### config.mk
export PLATFORM = sky130hd
export DESIGN_NAME = irq_remap_unit
export DESIGN_NICKNAME = d
export VERILOG_FILES = /design/src/rtl/irq_remap_pkg.sv /design/src/rtl/irq_msg_decode.sv /design/src/rtl/irq_entry_check.sv /design/src/rtl/irq_remap_unit.sv
export SDC_FILE = /design/constraint.sdc
export NUM_CORES = 1
export LEC_CHECK = 0
export ABC_AREA = 1
export CORE_AREA = 2 2 167 169
export DETAILED_ROUTE_END_ITERATION = 8
export DIE_AREA = 0 0 169 171
export PLACE_DENSITY = 0.74
export SLEW_MARGIN = 5
export SYNTH_ARGS = -nofsm -noshare
export SYNTH_HDL_FRONTEND = slang
export SYNTH_SLANG_ARGS = --single-unit
### constraint.sdc
create_clock -name clk -period 2.89 [get_ports clk]
set_clock_uncertainty 0.2 [all_clocks]
set_input_delay 0.7225 -clock clk [delete_from_list [all_inputs] [get_ports clk]]
set_output_delay 0.7225 -clock clk [all_outputs]
set_load 0.01 [all_outputs]
### src/rtl/irq_remap_pkg.sv
package irq_remap_pkg;
  localparam int HANDLE_W    = 16;
  localparam int IDX_W       = HANDLE_W + 1;
  localparam int RID_W       = 16;
  localparam int ENTRY_W     = 128;
  localparam int SIZE_W      = 4;
  localparam logic [11:0] MSI_WINDOW = 12'hFEE;

  typedef enum logic [2:0] {
    FLT_NONE   = 3'd0,
    FLT_WINDOW = 3'd1,
    FLT_COMPAT = 3'd2,
    FLT_RANGE  = 3'd3,
    FLT_ABSENT = 3'd4,
    FLT_MODE   = 3'd5,
    FLT_SOURCE = 3'd6
  } flt_e;

  typedef struct packed {
    logic [7:0]  vector;
    logic [31:0] dest;
    logic        dest_mode;
    logic        trig;
    logic [2:0]  dlv;
  } irq_fields_t;
endpackage

### src/rtl/irq_msg_decode.sv
module irq_msg_decode
  import irq_remap_pkg::*;
(
  input  logic [63:0]       addr,
  input  logic [31:0]       data,
  input  logic [SIZE_W-1:0] size_fld,
  output logic [IDX_W-1:0]  idx,
  output flt_e              fault
);
  localparam int LOW_H = HANDLE_W - 1;

  logic               win_ok;
  logic [HANDLE_W-1:0] handle;
  logic [IDX_W-1:0]    limit;
  logic [SIZE_W:0]     shift_amt;
  logic                unused_dec;

  assign unused_dec = ^{addr[1:0], data[31:16]};

  always_comb begin
    win_ok    = (addr[63:32] == 32'h0) && (addr[31:20] == MSI_WINDOW);
    handle    = {addr[2], addr[5 +: LOW_H]};
    idx       = {1'b0, handle} + (addr[3] ? {1'b0, data[HANDLE_W-1:0]} : '0);
    shift_amt = {1'b0, size_fld} + 1'b1;
    limit     = IDX_W'(1) << shift_amt;
    if (!win_ok)           fault = FLT_WINDOW;
    else if (!addr[4])     fault = FLT_COMPAT;
    else if (idx >= limit) fault = FLT_RANGE;
    else                   fault = FLT_NONE;
  end
endmodule

### src/rtl/irq_entry_check.sv
module irq_entry_check
  import irq_remap_pkg::*;
(
  input  logic [ENTRY_W-1:0] entry,
  input  logic [RID_W-1:0]   rid,
  output flt_e               fault,
  output irq_fields_t        fields
);
  logic [63:0]      lo, hi;
  logic [RID_W-1:0] mask;
  logic             src_ok;
  logic             unused_ent;

  assign lo = entry[63:0];
  assign hi = entry[127:64];
  assign unused_ent = ^{lo[1], lo[3], lo[14:8], lo[31:24], hi[63:20]};

  always_comb begin
    mask = '1;
    for (int b = 0; b < 3; b++)
      if (32'(hi[17:16]) > b) mask[2 - b] = 1'b0;
    case (hi[19:18])
      2'd0:    src_ok = 1'b1;
      2'd1:    src_ok = ((rid ^ hi[RID_W-1:0]) & mask) == '0;
      default: src_ok = 1'b0;
    endcase
    if (!lo[0])       fault = FLT_ABSENT;
    else if (lo[15])  fault = FLT_MODE;
    else if (!src_ok) fault = FLT_SOURCE;
    else              fault = FLT_NONE;
    fields.vector    = lo[23:16];
    fields.dest      = lo[63:32];
    fields.dest_mode = lo[2];
    fields.trig      = lo[4];
    fields.dlv       = lo[7:5];
  end
endmodule

### src/rtl/irq_remap_unit.sv
module irq_remap_unit
  import irq_remap_pkg::*;
#(
  parameter int ADDR_W     = 64,
  parameter int PAGE_SHIFT = 12
) (
  input  logic                clk,
  input  logic                rst_n,
  input  logic [ADDR_W-1:0]   cfg_table,
  input  logic                msg_valid,
  output logic                msg_ready,
  input  logic [63:0]         msg_addr,
  input  logic [31:0]         msg_data,
  input  logic [15:0]         msg_rid,
  output logic                rd_req_valid,
  input  logic                rd_req_ready,
  output logic [ADDR_W-1:0]   rd_addr,
  input  logic                rd_rsp_valid,
  input  logic [127:0]        rd_rsp_data,
  output logic                irq_valid,
  output logic [7:0]          irq_vector,
  output logic [31:0]         irq_dest,
  output logic                irq_dest_mode,
  output logic                irq_trigger,
  output logic [2:0]          irq_delivery,
  output logic                fault_valid,
  output logic [2:0]          fault_code
);
  localparam int ENTRY_SHIFT = $clog2(ENTRY_W / 8);

  typedef enum logic [1:0] {ST_IDLE, ST_REQ, ST_WAIT} st_e;

  st_e              state;
  logic [RID_W-1:0] rid_q;
  logic [ADDR_W-1:0] addr_q;
  flt_e             fault_q;
  irq_fields_t      fields_q;

  logic [IDX_W-1:0] dec_idx;
  flt_e             dec_fault;
  flt_e             chk_fault;
  irq_fields_t      chk_fields;
  logic [ADDR_W-1:0] base;
  logic             unused_cfg;

  assign base       = {cfg_table[ADDR_W-1:PAGE_SHIFT], {PAGE_SHIFT{1'b0}}};
  assign unused_cfg = ^cfg_table[PAGE_SHIFT-1:SIZE_W];

  irq_msg_decode u_dec (
    .addr     (msg_addr),
    .data     (msg_data),
    .size_fld (cfg_table[SIZE_W-1:0]),
    .idx      (dec_idx),
    .fault    (dec_fault)
  );

  irq_entry_check u_chk (
    .entry  (rd_rsp_data),
    .rid    (rid_q),
    .fault  (chk_fault),
    .fields (chk_fields)
  );

  always_ff @(posedge clk or negedge rst_n) begin
    if (!rst_n) begin
      state       <= ST_IDLE;
      rid_q       <= '0;
      addr_q      <= '0;
      fault_q     <= FLT_NONE;
      fields_q    <= '0;
      irq_valid   <= 1'b0;
      fault_valid <= 1'b0;
    end else begin
      irq_valid   <= 1'b0;
      fault_valid <= 1'b0;
      case (state)
        ST_IDLE: if (msg_valid) begin
          rid_q  <= msg_rid;
          addr_q <= base + (ADDR_W'(dec_idx) << ENTRY_SHIFT);
          if (dec_fault != FLT_NONE) begin
            fault_valid <= 1'b1;
            fault_q     <= dec_fault;
          end else begin
            state <= ST_REQ;
          end
        end
        ST_REQ: if (rd_req_ready) state <= ST_WAIT;
        ST_WAIT: if (rd_rsp_valid) begin
          state <= ST_IDLE;
          if (chk_fault != FLT_NONE) begin
            fault_valid <= 1'b1;
            fault_q     <= chk_fault;
          end else begin
            irq_valid <= 1'b1;
            fields_q  <= chk_fields;
          end
        end
        default: state <= ST_IDLE;
      endcase
    end
  end

  assign msg_ready     = (state == ST_IDLE);
  assign rd_req_valid  = (state == ST_REQ);
  assign rd_addr       = addr_q;
  assign fault_code    = fault_q;
  assign irq_vector    = fields_q.vector;
  assign irq_dest      = fields_q.dest;
  assign irq_dest_mode = fields_q.dest_mode;
  assign irq_trigger   = fields_q.trig;
  assign irq_delivery  = fields_q.dlv;

  // one outcome per message, never both strobes together
  a_r10_one_outcome: assert property (@(posedge clk) disable iff (!rst_n)
    !(irq_valid && fault_valid));
  // delivery strobe lasts a single cycle
  a_r9_pulse: assert property (@(posedge clk) disable iff (!rst_n)
    irq_valid |=> !irq_valid);
  // request held with a stable address under back-pressure
  a_r6_hold: assert property (@(posedge clk) disable iff (!rst_n)
    rd_req_valid && !rd_req_ready |=> rd_req_valid && $stable(rd_addr));
  // no new message taken while a read is outstanding
  a_r6_busy: assert property (@(posedge clk) disable iff (!rst_n)
    rd_req_valid |-> !msg_ready);
  // a read only follows an accepted message
  a_r2_read_cause: assert property (@(posedge clk) disable iff (!rst_n)
    $rose(rd_req_valid) |-> $past(msg_valid && msg_ready));
endmodule

== Word level (Yosys, flattened, before mapping) ==
Cells that the tools add are included.

* Flip-flop bits (word level): 132
* Latch bits: 0
* Bits in writable memories: 0
* Bits in read-only memories: 0
* Output and inout port bits: 116
* Word-level logic and storage cells: 73
* Memories kept: 0

* $add $sub $neg: 3
* Multipliers: 0
* Div/mod/pow operators: 0
* Magnitude comparators: 4
* Equal/unequal tests: 10
* Shifts and indexed selects: 1
* Muxes and demuxes: 29
* Bitwise logic cells: 3
* Reductions and logical operators: 12

{| class="wikitable"
|+ Operators by type and width
! cell !! count
|-
| $add A64 B21 Y64 || 1
|-
| $logic_not A32 Y1 || 1
|-
| $mux W3 || 9
|-
| $add A16 B17 Y17 || 1
|-
| $ge A17 B17 Y1 || 1
|-
| $shl A1 B5 Y17 const A || 1
|-
| $and A16 B16 Y16 || 1
|-
| $logic_not A16 Y1 || 1
|-
| $mux W16 || 1
|-
| $xor A16 B16 Y16 || 1
|-
| $eq A12 B12 Y1 const B || 1
|-
| $mux W1 || 10
|-
| $mux W2 || 5
|-
| $ne A2 B2 Y1 const B || 4
|-
| $pmux W2 S3 || 1
|-
| $pmux W3 S2 || 1
|-
| $reduce_bool A3 Y1 || 2
|-
| $add A4 B1 Y5 const B || 1
|-
| $reduce_and A5 Y1 || 1
|-
| $eq A2 B1 Y1 const B || 2
|-
| $gt A2 B1 Y1 const B || 2
|-
| $logic_not A2 Y1 || 2
|-
| $ne A2 B1 Y1 const B || 2
|-
| $pmux W1 S2 || 2
|-
| 8 further kinds || 8
|}

== Depth between registers and ports, before layout ==
* Word-level depth: 12
* Gate-level depth with buffers: 27

== By module ==
From an unflattened synthesis, not the netlist that was laid out.

* Cells, all modules: 1412
* Area, all modules: 9419.0 um^2

{| class="wikitable"
|+ By module, submodules not included
! module !! times used !! cells each !! area an instance (um^2)
|-
| irq_remap_unit || 1 || 1005 || 7096.8
|-
| irq_msg_decode || 1 || 286 || 1651.6
|-
| irq_entry_check || 1 || 121 || 670.6
|}

== Worst setup path before layout ==
OpenSTA, ideal clock, no wires.

* Path kind: input to register
* Start: input msg_addr[3]
* End: register addr_q[28], in the netlist rd_addr[28]
* Library setup time: 0.117 ns
* Data arrival time: 3.799 ns
* Data required time: 2.573 ns
* Path slack: -1.226 ns
* Stages on the path: 23
* Buffers on the path: 2
* Cells stage by stage: clkbuf_1 clkbuf_1 nand2_1 inv_1 ha_1 a21oi_1 o21a_1 nand2_1 a21oi_1 o21bai_1 xor2_1 ha_1 a21oi_1 nand2_1 nand2_1 nand2_2 nand2_1 nand2_2 inv_2 nor2_2 or2_1 nand3_1 nand2_1

* Word-level cells in the longest chain between the ends: 3

{| class="wikitable"
|+ RTL lines
! item !! line !! source
|-
| from (decl) || irq_remap_unit.sv:12 || <nowiki>input logic [63:0] msg_addr,</nowiki>
|-
| $mux W16 || irq_msg_decode.sv:23 || <nowiki>idx = {1'b0, handle} + (addr[3] ? {1'b0, data[HANDLE_W-1:0]} : '0);</nowiki>
|-
| $add A16 B17 Y17 || irq_msg_decode.sv:23 ||
|-
| $add A64 B21 Y64 || irq_remap_unit.sv:79 || <nowiki>addr_q <= base + (ADDR_W'(dec_idx) << ENTRY_SHIFT);</nowiki>
|-
| to (signal assigned) || irq_remap_unit.sv:79 ||
|-
| to (decl) || irq_remap_unit.sv:35 || <nowiki>logic [ADDR_W-1:0] addr_q;</nowiki>
|}

Every way passes these cells.
A chain may end at the register's enable or synchronous reset.

== Final worst setup path ==
* Start: input msg_addr[3]
* End: register addr_q[46], in the netlist rd_addr[46]

The elaborated chain is that of the path after synthesis.

==> results.sh <==
export IMPL_status="complete, but fails checks"
export IMPL_violations="negative setup slack"
export IMPL_drt_pass1_iterations=5
export IMPL_dieArea_um2=28900
export IMPL_grt_max_degree=79
export IMPL_cts_buffers=17
export IMPL_gp_congestion=0.9012
export IMPL_tritoncts="done"
export IMPL_cp_max_fo=5
export IMPL_cp_required_ns=3.06
export IMPL_die_w_um=169
export IMPL_antenna_found_initial=0
export IMPL_hold_buffers=0
export IMPL_hp_class="in -> async"
export IMPL_drt_total_wl_um=36360
export IMPL_drtAntennaViolNets=0
export IMPL_drive_gt1_share_pct=25.42
export IMPL_core_um2=27320
export IMPL_slowest_stage="fa_2"
export IMPL_ys_ff_latch=128
export IMPL_met1_length_um=15300
export IMPL_met2_length_um=17890
export IMPL_hold_violations=0
export IMPL_avgSynthCellArea_um2=6.746
export IMPL_grt_usage_pct=24.10
export IMPL_routedWlPerCell_um=16.57
export IMPL_clk_latency_ns=0.42
export IMPL_first_global_vias=10600
export IMPL_max_stage_delay_ns=0.35
export IMPL_grt_pass1_wl_um=54850
export IMPL_seqCellArea_um2=3203
export IMPL_cts_root_buffer="clkbuf_16"
export IMPL_postSynthCellCount=1326
export IMPL_h_tree_depth=4
export IMPL_slew_headroom_pct=62.99
export IMPL_worst_slack_ns=-0.8652
export IMPL_rsz0062_at_grt="yes"
export IMPL_yosysWarnings=0
export IMPL_grt_ovfl_total=0
export IMPL_rows=61
export IMPL_end_kind="register"
export IMPL_initial_utilization_pct=32.74
export IMPL_met3_length_um=2114
export IMPL_top_layer_used="met4"
export IMPL_dpl_hpwl_um=27500
export IMPL_drtIter0Drc=707
export IMPL_synth_top_cell_area_share_pct=35.81
export IMPL_pin_count=425
export IMPL_clockBufferDepth=2
export IMPL_num_antenna_cells=0
export IMPL_synth_top_cells_by_area="dfrtp_1 36%, nand2_1 22%, nand3_1 6.8%"
export IMPL_num_fill_cells=2355
export IMPL_multiInputGateArea_um2=6351
export IMPL_drv_slew=0
export IMPL_worst_setup_path_start_kind="input port"
export IMPL_drc=0
export IMPL_ys_types=42
export IMPL_finalCritPeriodShare_pct=129.9
export IMPL_maxCapViolCount=0
export IMPL_synth_top_area_cell="dfrtp_1"
export IMPL_cts_clk_slew_worst_paths_ns=0.07
export IMPL_final_util_pct=58.73
export IMPL_arrival_ns=3.92
export IMPL_worstSetupPathType="in -> reg"
export IMPL_syn_area_um2=8945
export IMPL_finalCriticalPeriod_ns=3.755
export IMPL_avgViaCountPerCell=4.885
export IMPL_reg2regPathDepth=11
export IMPL_io_buffers=333
export IMPL_fin_nets=2191
export IMPL_die_height_um=171
export IMPL_power_density_nw_per_um2=438.4
export IMPL_totalPowerFinal_w=0.007036
export IMPL_vdd_drop_max_mv=0.3486
export IMPL_preCtsSetupSlack_ns=-1.752
export IMPL_max_freq_ghz=0.2663
export IMPL_clock_sinks=128
export IMPL_tns_ns=-37.68
export IMPL_ys_seq_area_share_pct=35.81
export IMPL_worst_slew_pin_transition_ns=0.5501
export IMPL_p_leak_nw=7.799
export IMPL_setup_violations=56
export IMPL_syn2layout_area_growth_pct=79.41
export IMPL_dr_total_vias=10720
==> final cells by class <==
cell class | count | area share, %
multi-input cells | 1023 | 39.58
repair buffers | 523 | 30.59
flip-flops and latches | 128 | 19.96
inverters | 143 | 3.454
well taps | 346 | 2.698
clock buffers | 17 | 2.651
clock inverters | 15 | 1.068
==> routing by layer <==
| layer | global-route usage (%) | vias up |
|---|---|---|
| met5 | 0 | - |
| met4 | 7.581 | 0 |
| met3 | 4.303 | 73 |
| met2 | 42.77 | 401 |
| met1 | 29.76 | 5017 |
| li1 | - | 5231 |
==> report_power, final <==
| part | switching [W] | leakage [nW] | internal, W |
|---|---|---|---|
| sequential | 0.000102 | 1.64 | 0.00195 |
| clock | 0.000934 | 0.297 | 0.00130 |
| combinational | 0.00132 | 5.87 | 0.00143 |
| total | 0.00235 | 7.80 | 0.00468 |
==> stage by stage <==
step,std cells,instance area (µm²),hold slack [ns]
finish,2195,16050,0.02672
floorplan,1329,9188,0.2269
global route,2195,16050,0.04601
global placement,2134,14040,0.2522
detailed placement,2134,14040,0.2581
CTS,2179,15470,0.04533
==> state kept, by name, summed over array words and instances (netlist names) <==
signal and flops:
rd_addr 60, irq_dest 32, rid_q 16, irq_vector 8, fault_code 3, irq_delivery 3
state 2, fault_valid 1, irq_dest_mode 1, irq_trigger 1, irq_valid 1
==> cells by family after synthesis <==
kind of cell             after synthesis  share of synthesized area, %
adder cells (fa/ha/maj)               46                         6.602
XOR/XNOR                              43                         4.210
buffers and inverters                178                         8.225
AND/OR/NAND/NOR                      830                         38.98
flip-flops                           128                         35.81
other                                  1                       0.04192
AO/OA/AOI/OAI                        100                         6.127
==> cell usage after synthesis (all sizes together) <==
library cell	number
and2	2
ha	44
o21a	2
clkbuf	17
xor2	24
inv	143
fa	2
and3	1
xnor2	19
nor4	8
nand2	526
nand3	122
o31ai	3
or2	4
a21oi	36
o21ai	42
o21bai	4
nor3	23
a31oi	7
nor2	117
o211ai	1
nand4	18
nand3b	9
a221oi	1
a21o	3
dfrtp	128
conb	1
a21boi	1
buf	18
==> cells in the final DEF (no fill, tap or decap), types with 18 or more instances in the layout <==
| cell | netlist | layout |
|---|---|---|
| nand2_1 | 520 | 455 |
| clkdlybuf4s50_1 | 0 | 302 |
| buf_4 | 8 | 162 |
| dfrtp_1 | 128 | 128 |
| inv_1 | 142 | 115 |
| nand3_1 | 121 | 102 |
| nor2_1 | 111 | 86 |
| nand2_2 | 4 | 46 |
| ha_4 | 0 | 25 |
| o21ai_1 | 2 | 24 |
| inv_2 | 1 | 23 |
| dlygate4sd2_1 | 0 | 22 |
| nand2_4 | 2 | 21 |
| buf_6 | 4 | 20 |
| nor3_1 | 21 | 19 |
| xor2_1 | 24 | 18 |
| nand4_1 | 18 | 18 |
==> worst max-delay path: cells and delay by family <==
| kind | cells | cell delay (ns) |
|---|---|---|
| simple gates | 12 | 1.12 |
| compound gates | 3 | 0.37 |
| fa+ha+maj | 3 | 0.80 |
| buf+inv | 5 | 0.59 |
| xor+xnor | 2 | 0.33 |
==> worst paths after layout <==
check / slack, ns / startpoint / endpoint
worst max register to register: 0.80 / rid_q[7]$_DFFE_PN0P_ / irq_dest[4]$_DFFE_PN0P_
min in group clk: 0.27 / irq_dest[2]$_DFFE_PN0P_ / irq_dest[2]$_DFFE_PN0P_
max in group asynchronous: 1.76 / rst_n / irq_delivery[2]$_DFFE_PN0P_
worst min register to register: 0.27 / irq_dest[2]$_DFFE_PN0P_ / irq_dest[2]$_DFFE_PN0P_
worst min-delay path: 0.03 / rst_n / rd_addr[51]$_DFFE_PN0P_
worst max-delay path: -0.87 / msg_addr[3] / rd_addr[46]$_DFFE_PN0P_
==> timing repair <==
item,in CTS,in global routing
setup buffers,18,18
pin swaps,139,111
setup endpoints to repair,58,57
resized for setup,212,117
gates cloned,0,0
(Power assumes the default switching activity.)
